$ cat src/rtl/ueh_pkg.sv
package ueh_pkg;

  localparam int unsigned ADDR_BITS  = 6;
  localparam int unsigned WORD_BITS  = 16;
  localparam int unsigned HDR_BITS   = 1 + 2 + ADDR_BITS;
  localparam int unsigned FRAME_BITS = HDR_BITS + WORD_BITS;
  localparam int unsigned RD_FIRST   = HDR_BITS + 1;
  localparam int unsigned RD_SLOTS   = RD_FIRST + WORD_BITS;
  localparam int unsigned SLOT_W     = $clog2(RD_SLOTS + 1);

  typedef enum logic [2:0] {
    OP_READ       = 3'd0,
    OP_WRITE      = 3'd1,
    OP_ERASE      = 3'd2,
    OP_ERASE_ALL  = 3'd3,
    OP_WRITE_ALL  = 3'd4,
    OP_WR_ENABLE  = 3'd5,
    OP_WR_DISABLE = 3'd6
  } ueh_op_e;

  typedef enum logic [2:0] {
    S_IDLE, S_SETUP, S_SHIFT, S_GAP_MID, S_POLL, S_GAP_END
  } ueh_state_e;

  // start bit, 2-bit opcode, address field
  function automatic logic [HDR_BITS-1:0] frame_head(ueh_op_e op, logic [ADDR_BITS-1:0] a);
    logic [ADDR_BITS-1:0] sub;
    sub = '0;
    case (op)
      OP_READ:      return {1'b1, 2'b10, a};
      OP_WRITE:     return {1'b1, 2'b01, a};
      OP_ERASE:     return {1'b1, 2'b11, a};
      OP_ERASE_ALL: sub[ADDR_BITS-1 -: 2] = 2'b10;
      OP_WRITE_ALL: sub[ADDR_BITS-1 -: 2] = 2'b01;
      OP_WR_ENABLE: sub[ADDR_BITS-1 -: 2] = 2'b11;
      default:      sub[ADDR_BITS-1 -: 2] = 2'b00;
    endcase
    return {1'b1, 2'b00, sub};
  endfunction

  function automatic logic carries_data(ueh_op_e op);
    return (op == OP_WRITE) || (op == OP_WRITE_ALL);
  endfunction

  function automatic logic needs_poll(ueh_op_e op);
    return (op == OP_WRITE) || (op == OP_ERASE) ||
           (op == OP_ERASE_ALL) || (op == OP_WRITE_ALL);
  endfunction

  function automatic logic [SLOT_W-1:0] slot_total(ueh_op_e op);
    if (op == OP_READ)     return SLOT_W'(RD_SLOTS);
    if (carries_data(op))  return SLOT_W'(FRAME_BITS);
    return SLOT_W'(HDR_BITS);
  endfunction

endpackage

$ cat src/rtl/ueh_tick.sv
module ueh_tick #(
  parameter int unsigned DIV = 32
) (
  input  logic clk,
  input  logic rst_n,
  input  logic run,
  output logic tick
);
  localparam int unsigned CW = (DIV > 1) ? $clog2(DIV) : 1;

  logic [CW-1:0] cnt;

  assign tick = run && (cnt == CW'(DIV - 1));

  always_ff @(posedge clk or negedge rst_n) begin
    if (!rst_n)             cnt <= '0;
    else if (!run || tick)  cnt <= '0;
    else                    cnt <= cnt + 1'b1;
  end
endmodule

$ cat src/rtl/ueh_shift.sv
module ueh_shift #(
  parameter int unsigned W = 16
) (
  input  logic         clk,
  input  logic         rst_n,
  input  logic         load,
  input  logic [W-1:0] load_val,
  input  logic         shift,
  input  logic         sin,
  output logic [W-1:0] q
);
  always_ff @(posedge clk or negedge rst_n) begin
    if (!rst_n)      q <= '0;
    else if (load)   q <= load_val;
    else if (shift)  q <= {q[W-2:0], sin};
  end
endmodule

$ cat src/rtl/uwire_eeprom_host.sv
module uwire_eeprom_host
  import ueh_pkg::*;
#(
  parameter int unsigned DIV      = 32,
  parameter int unsigned CS_GAP   = 32,
  parameter int unsigned POLL_MAX = 2000000
) (
  input  logic        clk,
  input  logic        rst_n,
  input  logic        cmd_valid,
  input  logic [2:0]  cmd_op,
  input  logic [5:0]  cmd_addr,
  input  logic [15:0] cmd_wdata,
  output logic        done,
  output logic [15:0] rdata,
  output logic        timeout_err,
  output logic        ee_cs,
  output logic        ee_sclk,
  output logic        ee_di,
  input  logic        ee_do
);
  localparam int unsigned WMAX = (POLL_MAX > CS_GAP) ? POLL_MAX : CS_GAP;
  localparam int unsigned WCW  = $clog2(WMAX + 1);

  ueh_state_e          st;
  ueh_op_e             op_r;
  ueh_op_e             op_in;
  logic [SLOT_W-1:0]   slot, nslots;
  logic [WCW-1:0]      wcnt;
  logic                cs_r, sclk_r, err_r, done_r;
  logic [WORD_BITS-1:0] rdata_r;
  logic [FRAME_BITS-1:0] tx_q, tx_load;
  logic [WORD_BITS-1:0] rx_q;

  // named internal events
  logic accept, run, tick, rise_now, fall_now, last_slot, cap_now;
  logic gap_over, poll_ready, poll_expire;

  assign op_in      = ueh_op_e'(cmd_op);
  assign accept     = (st == S_IDLE) && cmd_valid;
  assign run        = (st == S_SETUP) || (st == S_SHIFT);
  assign rise_now   = (st == S_SHIFT) && tick && !sclk_r;
  assign fall_now   = (st == S_SHIFT) && tick && sclk_r;
  assign last_slot  = (slot == nslots - 1'b1);
  assign cap_now    = rise_now && (op_r == OP_READ) && (slot >= SLOT_W'(RD_FIRST));
  assign gap_over   = (wcnt == WCW'(CS_GAP - 1));
  assign poll_ready = (st == S_POLL) && ee_do && (wcnt >= WCW'(DIV));
  assign poll_expire = (st == S_POLL) && !poll_ready && (wcnt == WCW'(POLL_MAX - 1));

  assign tx_load = {frame_head(op_in, cmd_addr),
                    carries_data(op_in) ? cmd_wdata : {WORD_BITS{1'b0}}};

  ueh_tick #(.DIV(DIV)) u_tick (
    .clk(clk), .rst_n(rst_n), .run(run), .tick(tick)
  );

  ueh_shift #(.W(FRAME_BITS)) u_tx (
    .clk(clk), .rst_n(rst_n), .load(accept), .load_val(tx_load),
    .shift(fall_now && !last_slot), .sin(1'b0), .q(tx_q)
  );

  ueh_shift #(.W(WORD_BITS)) u_rx (
    .clk(clk), .rst_n(rst_n), .load(accept), .load_val({WORD_BITS{1'b0}}),
    .shift(cap_now), .sin(ee_do), .q(rx_q)
  );

  always_ff @(posedge clk or negedge rst_n) begin
    if (!rst_n) begin
      st      <= S_IDLE;
      op_r    <= OP_WR_DISABLE;
      slot    <= '0;
      nslots  <= '0;
      wcnt    <= '0;
      cs_r    <= 1'b0;
      sclk_r  <= 1'b0;
      err_r   <= 1'b0;
      done_r  <= 1'b0;
      rdata_r <= '0;
    end else begin
      done_r <= 1'b0;
      case (st)
        S_IDLE: if (accept) begin
          op_r   <= op_in;
          nslots <= slot_total(op_in);
          slot   <= '0;
          cs_r   <= 1'b1;
          sclk_r <= 1'b0;
          err_r  <= 1'b0;
          st     <= S_SETUP;
        end
        S_SETUP: if (tick) st <= S_SHIFT;
        S_SHIFT: if (tick) begin
          if (!sclk_r) sclk_r <= 1'b1;
          else begin
            sclk_r <= 1'b0;
            if (last_slot) begin
              cs_r <= 1'b0;
              wcnt <= '0;
              st   <= needs_poll(op_r) ? S_GAP_MID : S_GAP_END;
            end else begin
              slot <= slot + 1'b1;
            end
          end
        end
        S_GAP_MID: begin
          if (gap_over) begin
            cs_r <= 1'b1;
            wcnt <= '0;
            st   <= S_POLL;
          end else wcnt <= wcnt + 1'b1;
        end
        S_POLL: begin
          if (poll_ready || poll_expire) begin
            cs_r  <= 1'b0;
            wcnt  <= '0;
            err_r <= poll_expire;
            st    <= S_GAP_END;
          end else wcnt <= wcnt + 1'b1;
        end
        S_GAP_END: begin
          if (gap_over) begin
            done_r <= 1'b1;
            if (op_r == OP_READ) rdata_r <= rx_q;
            st <= S_IDLE;
          end else wcnt <= wcnt + 1'b1;
        end
        default: st <= S_IDLE;
      endcase
    end
  end

  assign ee_cs       = cs_r;
  assign ee_sclk     = sclk_r;
  assign ee_di       = cs_r & tx_q[FRAME_BITS-1];
  assign done        = done_r;
  assign rdata       = rdata_r;
  assign timeout_err = err_r;
endmodule

$ cat config.mk
export PLATFORM = sky130hd
export DESIGN_NAME = uwire_eeprom_host
export DESIGN_NICKNAME = d
export VERILOG_FILES = /design/src/rtl/ueh_pkg.sv /design/src/rtl/ueh_tick.sv /design/src/rtl/ueh_shift.sv /design/src/rtl/uwire_eeprom_host.sv
export SDC_FILE = /design/constraint.sdc
export NUM_CORES = 1
export LEC_CHECK = 0
export CAP_MARGIN = 10
export CORE_AREA = 2 2 94 96
export DETAILED_ROUTE_END_ITERATION = 6
export DIE_AREA = 0 0 96 98
export GPL_ROUTABILITY_DRIVEN = 0
export GPL_TIMING_DRIVEN = 0
export PLACE_DENSITY = 0.87
export SLEW_MARGIN = 10
export SYNTH_ARGS = -nofsm -noshare
export SYNTH_HDL_FRONTEND = slang
export SYNTH_SLANG_ARGS = --single-unit
$ cat constraint.sdc
create_clock -name clk -period 6.75 [get_ports clk]
set_input_delay 0.675 -clock clk [delete_from_list [all_inputs] [get_ports clk]]
set_output_delay 0.675 -clock clk [all_outputs]
set_load 0.05 [all_outputs]
### After elaboration in Yosys (flattened, before gate mapping)

Cells that the tools add are included.

| storage, ports and cells | value |
|---|---|
| flip-flop bits (word level) | 103 |
| output and inout port bits | 21 |
| logic and storage cells | 147 |

| cells by class | value |
|---|---|
| add/subtract/negate cells | 4 |
| magnitude comparators | 2 |
| equality and inequality tests | 28 |
| multiplexer cells | 58 |
| bitwise operators | 1 |
| reductions and logical operators | 41 |

Operators by type and width:

| cell | count |
|---|---|
| two-way mux 21 bit | 6 |
| one-hot mux 21 bit (4 select lines) | 1 |
| two-way mux 25 bit | 2 |
| two-way mux 16 bit | 3 |
| two-way mux 5 bit | 9 |
| two-way mux 3 bit | 9 |
| one-hot mux 9 bit (3 select lines) | 1 |
| adder 21 x 1 -> 21 bit, second input constant | 1 |
| == test 21 bit, second input constant | 1 |
| == test 21 x 5 -> 1 bit, second input constant | 1 |
| greater-or-equal comparator 21 x 6 -> 1 bit, second input constant | 1 |
| two-way mux 1 bit | 20 |
| == test 3 x 2 -> 1 bit, second input constant | 6 |
| != test 2 bit, second input constant | 9 |
| one-hot mux 3 bit (6 select lines) | 1 |
| == test 3 bit, second input constant | 5 |
| logical AND 1 bit | 12 |
| adder 5 x 1 -> 5 bit, second input constant | 2 |
| one-hot mux 5 bit (2 select lines) | 1 |
| AND reduction 5 bit | 2 |
| == test 3 x 1 -> 1 bit, second input constant | 3 |
| zero test 3 bit | 3 |
| two-way mux 9 bit | 1 |
| AND reduction 3 bit | 3 |
| 17 further kinds | 31 |

### Logic depth before layout (Yosys ltp)

Gate-level depths: netlist of run 1.

| depth | value |
|---|---|
| depth in word-level cells | 9 |
| gate-level depth with buffers | 10 |
| depth with buffers taken out | 9 |

### Modules after synthesis

From an unflattened synthesis of run 1, not the netlist that was laid out.

| second synthesis, totals | value |
|---|---|
| cells, all modules | 526 |
| area total of the unflattened synthesis | 5365.1 um^2 |

Modules (own cells, without submodules):

| module | instances | cells an instance | area each (um^2) | sequential area each (um^2) |
|---|---|---|---|---|
| uwire_eeprom_host | 1 | 328 | 3220.6 | 1403.8 |
| ueh_shift (u_tx) | 1 | 108 | 1166.1 | 625.6 |
| ueh_shift (u_rx) | 1 | 69 | 744.5 | 400.4 |
| ueh_tick | 1 | 21 | 234.0 | 125.1 |

### Worst setup path before layout of run 1

No wires, ideal clock.

| timing | value |
|---|---|
| path kind | register to register |
| start point | register wcnt[17] |
| end point | register rdata_r[10], in the netlist rdata[10] |
| library setup time | 0.125 ns |
| arrival | 2.748 ns |
| path slack | 3.878 ns |
| stages on the path, launching flop included | 9 |
| buffers on the path | 3 |
| clock period less this slack | 2.872 ns |
| path through | dfrtp_1 > buf_6 > or4_1 > or4_1 > buf_2 > or2_2 > nor3_4 > buf_4 > mux2_2 |

| between the ends | value |
|---|---|
| word-level cells in the longest chain between the ends | 2 |

Ends and longest elaborated chain:

| what | RTL line | source |
|---|---|---|
| from (decl) | uwire_eeprom_host.sv:29 | `logic [WCW-1:0] wcnt;` |
| from (signal assigned) | uwire_eeprom_host.sv:110 | `end else wcnt <= wcnt + 1'b1;` |
| from (signal assigned) | uwire_eeprom_host.sv:118 | `end else wcnt <= wcnt + 1'b1;` |
| from (signal assigned) | uwire_eeprom_host.sv:125 | `end else wcnt <= wcnt + 1'b1;` |
| == test 21 x 5 -> 1 bit | uwire_eeprom_host.sv:46 | `assign gap_over = (wcnt == WCW'(CS_GAP - 1));` |
| AND reduction 3 bit (no source line) | n/a |  |
| to (signal assigned) | uwire_eeprom_host.sv:123 | `if (op_r == OP_READ) rdata_r <= rx_q;` |
| to (decl) | uwire_eeprom_host.sv:31 | `logic [WORD_BITS-1:0] rdata_r;` |

No other way between the ends.
A chain may end at the register's enable or synchronous reset.

### Final worst setup path of run 1

| timing | value |
|---|---|
| start point | register wcnt[14] |
| end point | register wcnt[2] |

| between the ends | value |
|---|---|
| word-level cells in the longest chain between the ends | 8 |
| elaborated cells on any way between the ends | 13 |

Ends and longest elaborated chain:

| what | RTL line | source |
|---|---|---|
| greater-or-equal comparator 21 x 6 -> 1 bit | uwire_eeprom_host.sv:47 | `assign poll_ready = (st == S_POLL) && ee_do && (wcnt >= WCW'(DIV));` |
| logical AND 1 bit | uwire_eeprom_host.sv:47 |  |
| zero test 1 bit | uwire_eeprom_host.sv:48 | `assign poll_expire = (st == S_POLL) && !poll_ready && (wcnt == WCW'(POLL_MAX - 1));` |
| logical AND 1 bit (2 in a row) | uwire_eeprom_host.sv:48 |  |
| logical OR 1 bit | uwire_eeprom_host.sv:113 | `if (poll_ready \|\| poll_expire) begin` |
| two-way mux 21 bit | uwire_eeprom_host.sv:113 |  |
| one-hot mux 21 bit (4 select lines) | uwire_eeprom_host.sv:81 | `case (st)` |

Several ways; a longest one is shown, not always the timed one.

==> results.md, run 1 <==
- Status: finished, final reports clean
- Final slew viol count: 0
- Worst Slack Setup Final: 3520 ps
- Final net count: roughly 620
- Flops & latches, synth: 102
- Critical register-to-register path endpoint: wcnt[2]$_DFFE_PN0P_
- Count leader, synth: dfrtp_1
- Synth Area in Adders: 2.01%
- Synthesized Nets: 560
- Cts bufs inserted: 9
- Largest net degree at the start of global routing: 57
- Path category of the worst min-delay check: in2async
- Setup slack after placement: 3610 ps
- GRT Util Overall: roughly 24%
- Area growth from synthesis to layout: 16.8%
- Async set-reset flop share out of synthesis: between 90% and 100%
- Post_cts resized: 0
- Worst path required time: 7060 ps
- Synth cell types: 55
- Synth Area in Compound Gates: 18.4%
- Cell Pwr Density: between 300 and 400 nW/um2
- ANT cells: 0
- Fin util: roughly 70%
- Vias in the first global route: 3,893
- 1st-iter DRT viols: 319
- Drt total wl: 11,100 um
- Synth Flop Type: dfrtp_1
- CTS tree: yes
- Row count: 34
- RSZ-0062 raised after global routing: no
- Pre-antenna DRT Iters: 4
- Total gr overflow: 0
- CTS Hold Bufs: 0
- Layout cells sized above 1: 7.84%
- Clock Path Buffers: 2
- Via Count: 4,168
- CP Max Fanout: 10
- Root buffer cell: clkbuf_8
- DP Cell Count: 679
- Headroom to the max-slew limit: 41.1%
- Highest Clock Rate: approximately 0.31 GHz
- H-tree levels: 3
- Fin. Hold Viols: 0
- Combinational family with the most area after synthesis: simple AND/OR/NAND/NOR gates
- Final setup viols: 0
- Synth top area cells: dfrtp_1 50%, nand2_1 7.0%, o21ai_0 5.1%
- Initial antenna violation count: 0
- Worst Setup End Kind: flop
- Post-layout min period: ~3200 ps
- Remaining DRCs: 0
- Seq/Total Area, Yosys: 51.4%
- Ports: 50
- Synth Area in Simple Gates: 18.8%
- Avg WL per Cell: 15.9 um
- Xor/xnor cell area share of the yosys netlist: 2.04%
- MaxCap Viol Count: 0
- Remaining antenna violation count after routing: 0
- Chip Width: 96 um
- Post-Synthesis Cells: 523
- Setup bufs post-CTS: 0
- Max VDD drop: ~0.23 mV
- Port Buf Inserts: 47
- Tcrit/Tclk final: between 40% and 50%
- Final Skew: about 14 ps
- Finished Layout Cells: 695
- Final setup TNS: 0 ps
- Clock transition at path regs: 100 ps
- Vias per Instance: between 5 and 6
- Synth top area share: 50.3%
- Final HPWL DP: 7870 um
- Post-Syn Area: 4970 um2
- Worst r2r src: wcnt[14]$_DFFE_PN0P_
- Die Span Y: 98 um
- Die ar.: 9410 um2
- Top post-synthesis cells by count: 100 x dfrtp_1, 93 x nand2_1, 51 x o21ai_0
- Ys Warns: 0
- Core Region: roughly 8500 um2
- Syn Area/Cell: between 9 and 10 um2
- First-pass GRT wire length: between 15,000 and 20,000 um
- Mux cell area share after synthesis: ~3.9%
- Worst-Margin Slew: a little under 900 ps
- R2R setup slack: 3520 ps
- Leak: 2.50 nW
- Cell taking the most area after synthesis: dfrtp_1
- Worst skew pair latency: between 300 and 400 ps
- Element type at the critical path start: flop
- Crit path kind: reg2reg
- Initial Util: 58.7%
- Post-synth EDFFs: 0
- Setup crit start: wcnt[14]$_DFFE_PN0P_
- Clk sinks: 102
- Reg2Reg Depth: 8
- Arr. time, crit path: approximately 3500 ps
==> sequential cells by signal, indices dropped and copies added, names as in the netlist <==
register / count
wcnt: 21
ee_sclk: 1
nslots: 4
done: 1
u_tx.q: 25
ee_cs: 1
timeout_err: 1
u_tick.cnt: 5
rdata: 16
st: 3
slot: 5
u_rx.q: 16
op_r: 3
==> critical path: stages, from the launching register on <==
cell      delay, ps
dfrtp_1         470
or4_1           580
or4_1           480
buf_2           160
o21ai_0         200
a21boi_1        520
clkbuf_1        420
o21bai_1        180
a22o_1          150
==> through the flow <==
step	cell area, um2	power [mW]	hold WS (ps)
6_report	5810	1.88	304
3_3_place_gp	5580	1.45	435
4_1_cts	5810	1.88	324
3_5_place_dp	5610	1.50	444
5_1_grt	5810	2.01	343
2_1_floorplan	4970	1.32	379
==> where the power goes <==
group	internal, mW	switching (mW)	leakage, nW
combinational	0.257	0.351	1.09
clock	0.173	0.212	0.0891
sequential	0.765	0.123	1.33
total	1.19	0.686	2.50
==> kinds of logic (layout without fill, tap and decap cells) <==
logic type	count (synthesis)	in the layout
and+or+nand+nor	203	203
AOI/OAI and AO/OA	141	141
DFF	102	102
buffers and inverters	42	106
muxes	17	17
xor gates and xnor gates	10	10
adders and majority gates	8	8
==> how the worst max path moves through the flow <==
| stage | endpoint | slack [ps] | cells after the start |
|---|---|---|---|
| detailed placement | wcnt[2]$_DFFE_PN0P_ | 3610 | 8 |
| CTS | wcnt[2]$_DFFE_PN0P_ | 3560 | 8 |
| finish | wcnt[2]$_DFFE_PN0P_ | 3520 | 8 |
| global placement | u_tick.cnt[0]$_DFF_PN0_ | 1380 | 1 |
| global route | wcnt[7]$_DFFE_PN0P_ | 3300 | 8 |
| floorplan | rdata[10]$_DFFE_PN0P_ | 3880 | 8 |
==> layout make-up <==
type | count | area, um2
fill | 635 | 2660
sequential | 102 | 2550
multi-input combinational | 379 | 2250
timing repair buffer | 48 | 495
tap | 108 | 135
clock buffer | 10 | 128
buffer | 28 | 121
clock inverter | 6 | 70.1
inverter | 14 | 52.6
==> per-layer routing <==
metal	global-route usage, %	routed length [um]
met5	0	0
met3	4.01	552
met1	35.1	4890
met4	7.03	149
met2	38.6	5460
==> placed cells by master (no fill, tap or decap), types with 14 or more instances in the layout <==
| cell | count |
|---|---|
| nand3_1 | 20 |
| nor2_1 | 39 |
| inv_1 | 14 |
| o21ai_0 | 51 |
| dfrtp_1 | 100 |
| clkbuf_1 | 23 |
| a21oi_1 | 25 |
| nand2_1 | 93 |
| mux2_2 | 16 |
| clkdlybuf4s50_1 | 46 |
(Power assumes the default switching activity.)
==> inputs of run 2 (changes only) <==
--- a/config.mk
+++ b/config.mk
@@ -6,12 +6,12 @@
 export NUM_CORES = 1
 export LEC_CHECK = 0
 export CAP_MARGIN = 10
-export CORE_AREA = 2 2 94 96
+export CORE_AREA = 2 2 102 104
 export DETAILED_ROUTE_END_ITERATION = 6
-export DIE_AREA = 0 0 96 98
+export DIE_AREA = 0 0 104 106
 export GPL_ROUTABILITY_DRIVEN = 0
 export GPL_TIMING_DRIVEN = 0
-export PLACE_DENSITY = 0.87
+export PLACE_DENSITY = 0.79
 export SLEW_MARGIN = 10
 export SYNTH_ARGS = -nofsm -noshare
 export SYNTH_HDL_FRONTEND = slang
==> constraint.sdc (replaced) <==
create_clock -name clk -period 2.66 [get_ports clk]
set_input_delay 0.266 -clock clk [delete_from_list [all_inputs] [get_ports clk]]
set_output_delay 0.266 -clock clk [all_outputs]
set_load 0.05 [all_outputs]
==> results.md, run 2 (synthesized netlist as in run 1, its figures left out) <==
- Headroom to the max-slew limit: 41.2% (+0.18 points)
- Final net count: 644 (+4.0%)
- Avg WL per Cell: 15.9 um (about the same)
- Worst Slack Setup Final: -82.7 ps (-3610 ps)
- Placed inst area: 5690 um2 (+1.4%)
- Cell Pwr Density: 833 nW/um2 (+160%)
- Worst Setup End Kind: flop
- Power share of the combinational group: 38.1% (+5.8 points)
- CP Max Fanout: 7 (-3)
- Cell Int Power: 3.28 mW (+170%)
- Worst skew pair latency: 400 ps (+30 ps)
- Crit path kind: reg2reg
- Clk sinks: 102 (unchanged)
- Status: complete, but fails checks
- Final setup viols: 13 (+13)
- Die ar.: 11,000 um2 (+17%)
- Clock Path Buffers: 2 (unchanged)
- Part of the power in registers: 42.6% (-4.6 points)
- Vias in the first global route: 4,137 (+6.3%)
- Path category of the worst min-delay check: in2reg
- Initial antenna violation count: 0 (unchanged)
- Setup slack after placement: -476 ps (-4080 ps)
- MaxCap Viol Count: 0 (unchanged)
- Hold Path Depth: 3
- Initial Util: 49.7% (-9.0 points)
- Pre-antenna DRT Iters: 5 (+1)
- Remaining antenna violation count after routing: 0 (unchanged)
- Design area: 6310 um2 (+8.7%)
- Max VDD drop: 0.421 mV (+82%)
- Sw Share: 37.6% (+1.2 points)
- Clock power share: 19.3% (-1.2 points)
- Arr. time, crit path: 3060 ps (-470 ps)
- Worst path required time: 2980 ps (-4080 ps)
- Largest net degree at the start of global routing: 56 (-1.8%)
- Port Buf Inserts: 47 (unchanged)
- Element type at the critical path start: flop
- Most frequent cells in the layout: 98 x dfrtp_1, 92 x nand2_1, 50 x o21ai_0, 46 x clkdlybuf4s50_1, 38 x nor2_1
- Row count: 37 (+8.8%)
- GRT Util Overall: 21.9% (-2.5 points)
- Chip Width: 104 um (+8.3%)
- Area growth from synthesis to layout: 27.0%
- Final HPWL DP: 7770 um (-1.3%)
- RSZ-0062 raised after global routing: yes
- First-pass GRT wire length: 19,900 um (+8.9%)
- Tcrit/Tclk final: 103% (+55 points)
- ANT cells: 0 (unchanged)
- Most common cell after layout, fill and taps aside: dfrtp_1
- Largest Register: u_tx.q
- Root buffer cell: clkbuf_8
- Failing checks: negative setup slack
- Max reg flops: 25 (unchanged)
- Drt total wl: 11,900 um (+7.7%)
- Remaining DRCs: 0 (unchanged)
- Switch Pwr: 1.98 mW (+190%)
- Layout cells sized above 1: 16.2% (+8.3 points)
- Vias per Instance: 5.75 (-4.2%)
- Leak: 2.74 nW (+9.5%)
- Post-layout min period: 2740 ps (-484 ps)
- Die Span Y: 106 um (+8.2%)
- Total chip power: 5.26 mW (+180%)
- Fin util: 63.1% (-5.5 points)
- Final slew viol count: 0 (unchanged)
- Fin. Hold Viols: 0 (unchanged)
- Via Count: 4,299 (+3.1%)
- Highest Clock Rate: 0.365 GHz (+18%)
- Total gr overflow: 0 (unchanged)
- CTS tree: yes
- Core Region: 10000 um2 (+18%)
- 1st-iter DRT viols: 352 (+10%)
- Ports: 50 (unchanged)
- Final Skew: 23.2 ps (+8.81 ps)
- Worst-Margin Slew: 879 ps (-2.74 ps)
- Cts bufs inserted: 9 (unchanged)
- Reg2Reg Depth: 6 (-2)
- H-tree levels: 3 (unchanged)
- Worst-case hold slack: 220 ps (-83.8 ps)
- Fillers: 783 (+23%)
- Regs by FF count: u_tx.q x25, wcnt x21
- Clock transition at path regs: 110 ps (about the same)
-- run 2: power groups by stage --
stage / Sequential (mW) / Clock, mW / Combinational (mW)
finish: 2.24 / 1.01 / 2.00
global route: 2.29 / 1.09 / 2.20
CTS: 2.23 / 1.03 / 1.82
detailed placement: 2.27 / 0 / 1.56
global placement: 2.25 / 0 / 1.47
floorplan: 2.21 / 0 / 1.15
-- run 2: per-layer routing --
metal / routed length [um] / global-route usage, %
met1: 5270 / 30.1
met3: 625 / 3.49
met2: 5820 / 35.4
met5: 0 / 0
met4: 184 / 8.11
-- run 2: final cells by class --
type / instances / area, um2 / area share, %
clock buffer: 9 / 124 / 1.96
timing repair buffer: 77 / 748 / 11.9
buffer: 24 / 149 / 2.36
multi-input combinational: 379 / 2420 / 38.4
inverter: 14 / 52.6 / 0.832
tap: 136 / 170 / 2.70
sequential: 102 / 2560 / 40.5
clock inverter: 7 / 88.8 / 1.41
-- run 2: final timing paths --
kind	startpoint	end	slack, ps
setup / recovery	wcnt[19]$_DFFE_PN0P_	wcnt[20]$_DFFE_PN0P_	-80
hold / removal	cmd_op[1]	op_r[1]$_DFFE_PN1P_	220
setup reg to reg	wcnt[19]$_DFFE_PN0P_	wcnt[20]$_DFFE_PN0P_	-80
hold reg to reg	nslots[3]$_DFFE_PN0P_	nslots[3]$_DFFE_PN0P_	460
max in group asynchronous	rst_n	op_r[2]$_DFFE_PN1P_	1500
min in group asynchronous	rst_n	wcnt[11]$_DFFE_PN0P_	430
-- run 2: stage by stage --
stage | setup TNS, ps | cells
after detailed placement | -12430 | 707
after global placement | -259870 | 706
after global routing | -2440 | 748
final | -339 | 748
after CTS | -1710 | 744
after floorplan | -682 | 523
-- run 2: critical path, stage by stage (launching register included) --
cell and delay [ps]:
dfrtp_1 420, or4_4 510, or4_4 600, a221o_1 430
and3_4 230, or4_1 400, o21ai_1 80
-- run 2: repair_timing --
item | 4_1_cts | 5_1_grt
pin swaps | 9 | 8
setup endpoints to repair | 61 | 72
cloned | 0 | 2
hold buffers | 1 | 0
setup buffers | 21 | 5
resized for setup | 33 | 31
endpoints found under the hold margin | 47 | 0
